<file path="src/rtl/smbus_host_seq.sv">
module smbus_host_seq (
  input  logic       clk,
  input  logic       rst_n,
  input  logic       reg_wr,
  input  logic       reg_rd,
  input  logic [2:0] reg_addr,
  input  logic [7:0] reg_wdata,
  output logic [7:0] reg_rdata,
  output logic       irq,
  output logic       lk_req,
  output logic [1:0] lk_op,
  output logic [7:0] lk_wdata,
  output logic       lk_last,
  input  logic       lk_done,
  input  logic [7:0] lk_rdata,
  input  logic       lk_nack
);

  localparam logic [2:0] P_BYTE  = 3'b001;
  localparam logic [2:0] P_BDATA = 3'b010;
  localparam logic [2:0] P_WORD  = 3'b011;
  localparam logic [2:0] P_BLOCK = 3'b101;
  localparam logic [1:0] OP_START = 2'd0;
  localparam logic [1:0] OP_WRITE = 2'd1;
  localparam logic [1:0] OP_READ  = 2'd2;
  localparam logic [1:0] OP_STOP  = 2'd3;

  typedef enum logic [3:0] {
    S_IDLE, S_START, S_ADDR, S_CMD, S_RSTART, S_RADDR,
    S_WDAT, S_RDAT, S_BWAIT, S_STOP
  } state_t;

  state_t     state;
  logic [7:0] r_cmd, r_addr, r_d0, r_d1, r_blk;
  logic [2:0] r_proto, cur_proto;
  logic       r_ien, cur_rd, err_flag;
  logic [6:0] cur_adr;
  logic [7:0] idx, blen;
  logic       st_cmp, st_err, st_inuse, st_bd;

  logic busy, xfer, wr_ctl, wr_stat, kill, proto_ok, start_ok;

  assign busy     = (state != S_IDLE);
  assign xfer     = lk_req & lk_done;
  assign wr_ctl   = reg_wr && reg_addr == 3'd2;
  assign wr_stat  = reg_wr && reg_addr == 3'd0;
  assign kill     = wr_ctl && reg_wdata[1];
  assign proto_ok = reg_wdata[4:2] inside {P_BYTE, P_BDATA, P_WORD, P_BLOCK};
  assign start_ok = wr_ctl && reg_wdata[6] && !kill && !busy && proto_ok;
  assign irq      = r_ien & (st_cmp | st_err);

  assign lk_req = state inside {S_START, S_ADDR, S_CMD, S_RSTART, S_RADDR,
                                S_WDAT, S_RDAT, S_STOP};

  always_comb begin
    case (state)
      S_START, S_RSTART: lk_op = OP_START;
      S_RDAT:            lk_op = OP_READ;
      S_STOP:            lk_op = OP_STOP;
      default:           lk_op = OP_WRITE;
    endcase
  end

  always_comb begin
    lk_wdata = 8'h00;
    case (state)
      S_ADDR:  lk_wdata = {cur_adr, (cur_proto == P_BYTE) & cur_rd};
      S_RADDR: lk_wdata = {cur_adr, 1'b1};
      S_CMD:   lk_wdata = r_cmd;
      S_WDAT: begin
        if (cur_proto == P_WORD)       lk_wdata = (idx == 8'd0) ? r_d1 : r_d0;
        else if (cur_proto == P_BLOCK) lk_wdata = (idx == 8'd0) ? r_d0 : r_blk;
        else                           lk_wdata = r_d0;
      end
      default: lk_wdata = 8'h00;
    endcase
  end

  always_comb begin
    lk_last = 1'b0;
    if (state == S_RDAT) begin
      case (cur_proto)
        P_WORD:  lk_last = (idx == 8'd1);
        P_BLOCK: lk_last = (idx != 8'd0) && (idx == blen);
        default: lk_last = 1'b1;
      endcase
    end
  end

  always_comb begin
    case (reg_addr)
      3'd0:    reg_rdata = {st_bd, st_inuse, 3'b000, st_err, st_cmp, busy};
      3'd2:    reg_rdata = {3'b000, r_proto, 1'b0, r_ien};
      3'd3:    reg_rdata = r_cmd;
      3'd4:    reg_rdata = r_addr;
      3'd5:    reg_rdata = r_d0;
      3'd6:    reg_rdata = r_d1;
      3'd7:    reg_rdata = r_blk;
      default: reg_rdata = 8'h00;
    endcase
  end

  always_ff @(posedge clk) begin
    if (!rst_n) begin
      state <= S_IDLE;
      r_cmd <= '0; r_addr <= '0; r_d0 <= '0; r_d1 <= '0; r_blk <= '0;
      r_proto <= '0; r_ien <= 1'b0;
      cur_proto <= '0; cur_rd <= 1'b0; cur_adr <= '0; err_flag <= 1'b0;
      idx <= '0; blen <= '0;
      st_cmp <= 1'b0; st_err <= 1'b0; st_inuse <= 1'b0; st_bd <= 1'b0;
    end else begin
      if (reg_wr) begin
        case (reg_addr)
          3'd3: r_cmd  <= reg_wdata;
          3'd4: r_addr <= reg_wdata;
          3'd5: r_d0   <= reg_wdata;
          3'd6: r_d1   <= reg_wdata;
          3'd7: r_blk  <= reg_wdata;
          default: ;
        endcase
      end
      if (wr_ctl && !busy) begin
        r_proto <= reg_wdata[4:2];
        r_ien   <= reg_wdata[0];
      end
      if (wr_stat) begin
        if (reg_wdata[1]) st_cmp   <= 1'b0;
        if (reg_wdata[2]) st_err   <= 1'b0;
        if (reg_wdata[6]) st_inuse <= 1'b0;
        if (reg_wdata[7]) st_bd    <= 1'b0;
      end
      if (reg_rd && reg_addr == 3'd0 && !st_inuse) st_inuse <= 1'b1;

      if (kill) begin
        state <= S_IDLE;
      end else begin
        case (state)
          S_IDLE: if (start_ok) begin
            state     <= S_START;
            cur_proto <= reg_wdata[4:2];
            cur_rd    <= r_addr[0];
            cur_adr   <= r_addr[7:1];
            idx       <= '0;
            blen      <= '0;
            err_flag  <= 1'b0;
          end
          S_START: if (xfer) state <= S_ADDR;
          S_ADDR: if (xfer) begin
            if (lk_nack) begin
              err_flag <= 1'b1;
              state    <= S_STOP;
            end else if (cur_proto == P_BYTE && cur_rd) state <= S_RDAT;
            else state <= S_CMD;
          end
          S_CMD: if (xfer) begin
            if (lk_nack) begin
              err_flag <= 1'b1;
              state    <= S_STOP;
            end else if (cur_proto == P_BYTE) state <= S_STOP;
            else if (cur_rd) state <= S_RSTART;
            else state <= S_WDAT;
          end
          S_RSTART: if (xfer) state <= S_RADDR;
          S_RADDR: if (xfer) begin
            if (lk_nack) begin
              err_flag <= 1'b1;
              state    <= S_STOP;
            end else state <= S_RDAT;
          end
          S_WDAT: if (xfer) begin
            if (lk_nack) begin
              err_flag <= 1'b1;
              state    <= S_STOP;
            end else if (cur_proto == P_WORD) begin
              if (idx == 8'd0) idx <= 8'd1;
              else state <= S_STOP;
            end else if (cur_proto == P_BLOCK) begin
              if (idx == 8'd0) begin
                blen <= r_d0;
                if (r_d0 == 8'd0) state <= S_STOP;
                else idx <= 8'd1;
              end else begin
                st_bd <= 1'b1;
                state <= S_BWAIT;
              end
            end else state <= S_STOP;
          end
          S_RDAT: if (xfer) begin
            if (cur_proto == P_WORD) begin
              if (idx == 8'd0) begin
                r_d1 <= lk_rdata;
                idx  <= 8'd1;
              end else begin
                r_d0  <= lk_rdata;
                state <= S_STOP;
              end
            end else if (cur_proto == P_BLOCK) begin
              if (idx == 8'd0) begin
                r_d0 <= lk_rdata;
                blen <= lk_rdata;
              end else r_blk <= lk_rdata;
              st_bd <= 1'b1;
              state <= S_BWAIT;
            end else begin
              r_d0  <= lk_rdata;
              state <= S_STOP;
            end
          end
          S_BWAIT: if (!st_bd) begin
            if (idx == blen) state <= S_STOP;
            else begin
              idx   <= idx + 8'd1;
              state <= cur_rd ? S_RDAT : S_WDAT;
            end
          end
          S_STOP: if (xfer) begin
            state <= S_IDLE;
            if (err_flag) st_err <= 1'b1;
            else          st_cmp <= 1'b1;
          end
          default: state <= S_IDLE;
        endcase
      end
    end
  end

  AST_INUSE_SET: assert property (@(posedge clk) disable iff (!rst_n)
    (reg_rd && !reg_wr && reg_addr == 3'd0) |=> st_inuse);
  AST_BUSY_HOLDS_CTL: assert property (@(posedge clk) disable iff (!rst_n)
    (busy && wr_ctl && !reg_wdata[1]) |=> ($stable(cur_proto) && $stable(r_proto)));
  AST_BD_FROM_LINK: assert property (@(posedge clk) disable iff (!rst_n)
    $rose(st_bd) |-> $past(lk_done));
  AST_CMP_AFTER_STOP: assert property (@(posedge clk) disable iff (!rst_n)
    $rose(st_cmp) |-> $past(lk_req && lk_op == OP_STOP && lk_done));
  AST_ERR_IDLE: assert property (@(posedge clk) disable iff (!rst_n)
    $rose(st_err) |-> (!busy && $past(lk_op == OP_STOP)));
  AST_KILL_IDLE: assert property (@(posedge clk) disable iff (!rst_n)
    kill |=> (!busy && !lk_req));

endmodule

</file>
<file path="config.mk">
export PLATFORM = sky130hd
export DESIGN_NAME = smbus_host_seq
export DESIGN_NICKNAME = d
export VERILOG_FILES = /design/src/rtl/smbus_host_seq.sv
export SDC_FILE = /design/constraint.sdc
export NUM_CORES = 1
export LEC_CHECK = 0
export BUFFER_PORTS_ARGS = -buffer_cell sky130_fd_sc_hd__clkbuf_2
export CAP_MARGIN = 20
export CORE_MARGIN = 2
export CORE_UTILIZATION = 41
export DETAILED_ROUTE_END_ITERATION = 12
export GPL_TIMING_DRIVEN = 0
export PLACE_DENSITY = 0.68
export SLEW_MARGIN = 5
export SYNTH_ARGS = -nofsm -noshare
export SYNTH_HDL_FRONTEND = slang
export SYNTH_SLANG_ARGS = --single-unit
</file>
<file path="constraint.sdc">
create_clock -name clk -period 2.7 [get_ports clk]
set_clock_uncertainty 0.2 [all_clocks]
set_input_delay 0.54 -clock clk [delete_from_list [all_inputs] [get_ports clk]]
set_output_delay 0.54 -clock clk [all_outputs]
set_load 0.05 [all_outputs]
</file>
==> results.json <==
{
  "cpLargestDelayFamily": "simple AND/OR/NAND/NOR gates",
  "leakage_nw": 2.56,
  "cts.sinks": 80,
  "grt-ovfl-total": 0,
  "avgSynthCellArea_um2": 8.11,
  "placementRows": 40,
  "grt_pass1_wl_um": 25700,
  "die_h_um": 115,
  "track_usage_pct": 25.3,
  "start_util_pct": 41.8,
  "rsz0062_at_grt": "true",
  "yosysWarningCount": 0,
  "drive_gt1_share_pct": 21.2,
  "post-route-period-util_pct": 104,
  "cp-start-kind": "flop",
  "grt_pass1_vias": 4756,
  "finalHoldViolCount": 0,
  "syn-num-nets": 648,
  "slew_headroom_pct": 55.5,
  "die_area_um2": 13200,
  "worst_pin_slew_ps": 668,
  "top_usage_layer": "met2",
  "netlist_area_um2": 5030,
  "pwr_density_cell_nw_per_um2": 596,
  "io_pins": 46,
  "drt-pass1-iter-count": 5,
  "finalWeightedCongestion": 0.985,
  "crit_slowest_cell": "dfxtp_4",
  "syn2layout_area_growth_pct": 23.7,
  "synth.ff_latch_count": 80,
  "fin_crit_ps": 2810,
  "synth-edff-count": 0,
  "grt_start_max_net_pins": 14,
  "critPathCaptureType": "output port",
  "cp_data_arrival_time_ps": 2070,
  "clock-root-buffer": "clkbuf_16",
  "drc": 0,
  "cts_buffer_depth": 2,
  "cts_buffers": 9,
  "peakVddDrop_v": 0.000370,
  "use_met1_pct": 33.8,
  "drtIter0Drc": 374,
  "worst_slack_ps": -105,
  "htree_levels": 3,
  "cts_tree": "built",
  "setup_viol": 8,
  "nets": 699,
  "ys.flop_type": "dfxtp_1",
  "hold_class": "reg2reg",
  "async_flop_share_pct": 0,
  "yosysSeqAreaShare_pct": 31.9,
  "clk_pin_slew_ps": 60,
  "cpPeakStageDelay_ps": 360,
  "avgViaCountPerCell": 6.25,
  "die_w_um": 115,
  "maxSlewViolCount": 0,
  "mostFrequentLayoutCells": "mux2i_1 (75), dfxtp_1 (71), nor2_1 (68)",
  "core_area_um2": 12000,
  "path_class": "reg2out",
  "max_freq_mhz": 356,
  "hold_buffers": 0,
  "syn_inst": 620,
  "path_buf_inv": 2,
  "tns_ps": -506,
  "violations": "setup timing",
  "grt_use_met3_pct": 4.08,
  "diodes": 0,
  "finalPower_mw": 3.71,
  "vias": 5143,
  "final_antenna_net_count": 0,
  "drt_wl_total_um": 16600,
  "status": "finished with violations",
  "maxCapViolations": 0,
  "path_max_fanout": 7,
  "yosysUniqueCellTypes": 68,
  "dpl.hpwl_um": 12000,
  "grt_use_met2_pct": 40.7,
  "layout_commonest_cell": "mux2i_1",
  "crit_chain": "nor4_4 > and3_4 > clkbuf_16 > mux2i_1 > o211a_1 > o21ai_2 > buf_8",
  "clkLatencyLatePin_ps": 350,
  "crit_required_ps": 1960,
  "port-buffer-count": 38,
  "routedWlPerCell_um": 20.1,
  "antenna_found_initial": 0
}
[metrics by stage]
stage	cell area (µm²)	hold slack (ps)	util (%)	cells	worst slack, ps
2_1_floorplan	5070	236	-	620	-142
3_3_place_gp	5450	257	45.3	805	-473
3_5_place_dp	5450	262	45.3	805	-516
4_1_cts	6130	273	51.1	824	-109
5_1_grt	6220	296	51.8	823	-160
6_report	6220	272	51.8	823	-105
[cell families after synthesis]
| family | count (synthesis) | share of synthesized area [%] |
|---|---|---|
| buffers and inverters | 58 | 4.80 |
| AND/OR/NAND/NOR | 239 | 23.2 |
| adder cells (fa/ha/maj) | 3 | 0.747 |
| flip-flops | 80 | 31.9 |
| multiplexers | 82 | 16.9 |
| AO/OA/AOI/OAI | 149 | 20.9 |
| XOR/XNOR | 9 | 1.57 |
[per-layer routing]
layer  vias up  share of wire [%]  routed length, µm
met2       260                 47               7750
li1       2378                  -                  -
met1      2464                 42               7030
met5         -                  0                  0
met3        41                7.7               1270
met4         0                3.2                531
[worst register-to-register path, delay by kind of cell (launching register included)]
family	cells	cell delay (ps)
and+or+nand+nor	3	1260
AOI/OAI and AO/OA	3	730
DFF	1	360
[final timing paths]
path / end / cells past startpoint / slack (ps) / start
worst max-delay path: lk_wdata[0] / 7 / -110 / idx[2]$_SDFFE_PN0P_
worst min-delay path: blen[0]$_SDFFE_PN0P_ / 2 / 270 / blen[0]$_SDFFE_PN0P_
worst max register to register: idx[3]$_SDFFE_PN0P_ / 6 / 20 / state[1]$_SDFFE_PP0P_
worst min register to register: blen[0]$_SDFFE_PN0P_ / 2 / 270 / blen[0]$_SDFFE_PN0P_
[layout make-up]
class | count | area (µm²)
plain buffers | 45 | 295
clock buffers | 10 | 229
clock inverters | 6 | 108
fillers | 1118 | 5790
inverters | 5 | 18.8
multi-input cells | 482 | 3380
flip-flops and latches | 80 | 1630
well taps | 147 | 184
repair buffers | 48 | 375
[synth_stat cells, types with 7 or more instances]
cell type,n,area share [%]
o22a_1,7,1.2
xor2_1,9,1.6
o21ai_0,23,2.3
nor2_1,74,5.5
buf_1,7,0.52
clkbuf_1,39,2.9
nand3_1,14,1.4
nor4_1,8,1.0
dfxtp_1,80,32
a211oi_1,22,3.3
a21oi_1,36,3.6
mux2i_1,77,15
nor2b_1,10,1.2
nand2_1,68,5.1
nor3_1,14,1.4
or3_1,11,1.4
[flip-flops by register name, summed over array words and instances, names as in the netlist, 7 cells and up]
name / cells
blen: 8
cur_adr: 7
idx: 8
r_addr: 8
r_blk: 8
r_cmd: 8
r_d0: 8
r_d1: 8
[power by group]
group | internal (mW) | leakage, nW | total (mW) | switching (mW)
Combinational | 0.431 | 1.74 | 1.07 | 0.636
Sequential | 1.22 | 0.652 | 1.26 | 0.0395
Clock | 0.900 | 0.162 | 1.39 | 0.487
[what timing repair did]
action                                  CTS  global route
setup buffers                             8             1
pin swaps                                 8             8
endpoints found under the setup margin   62            25
resized for setup                        88            40
gates cloned                              1             0
No activity file was read; power rests on OpenSTA's default activity.
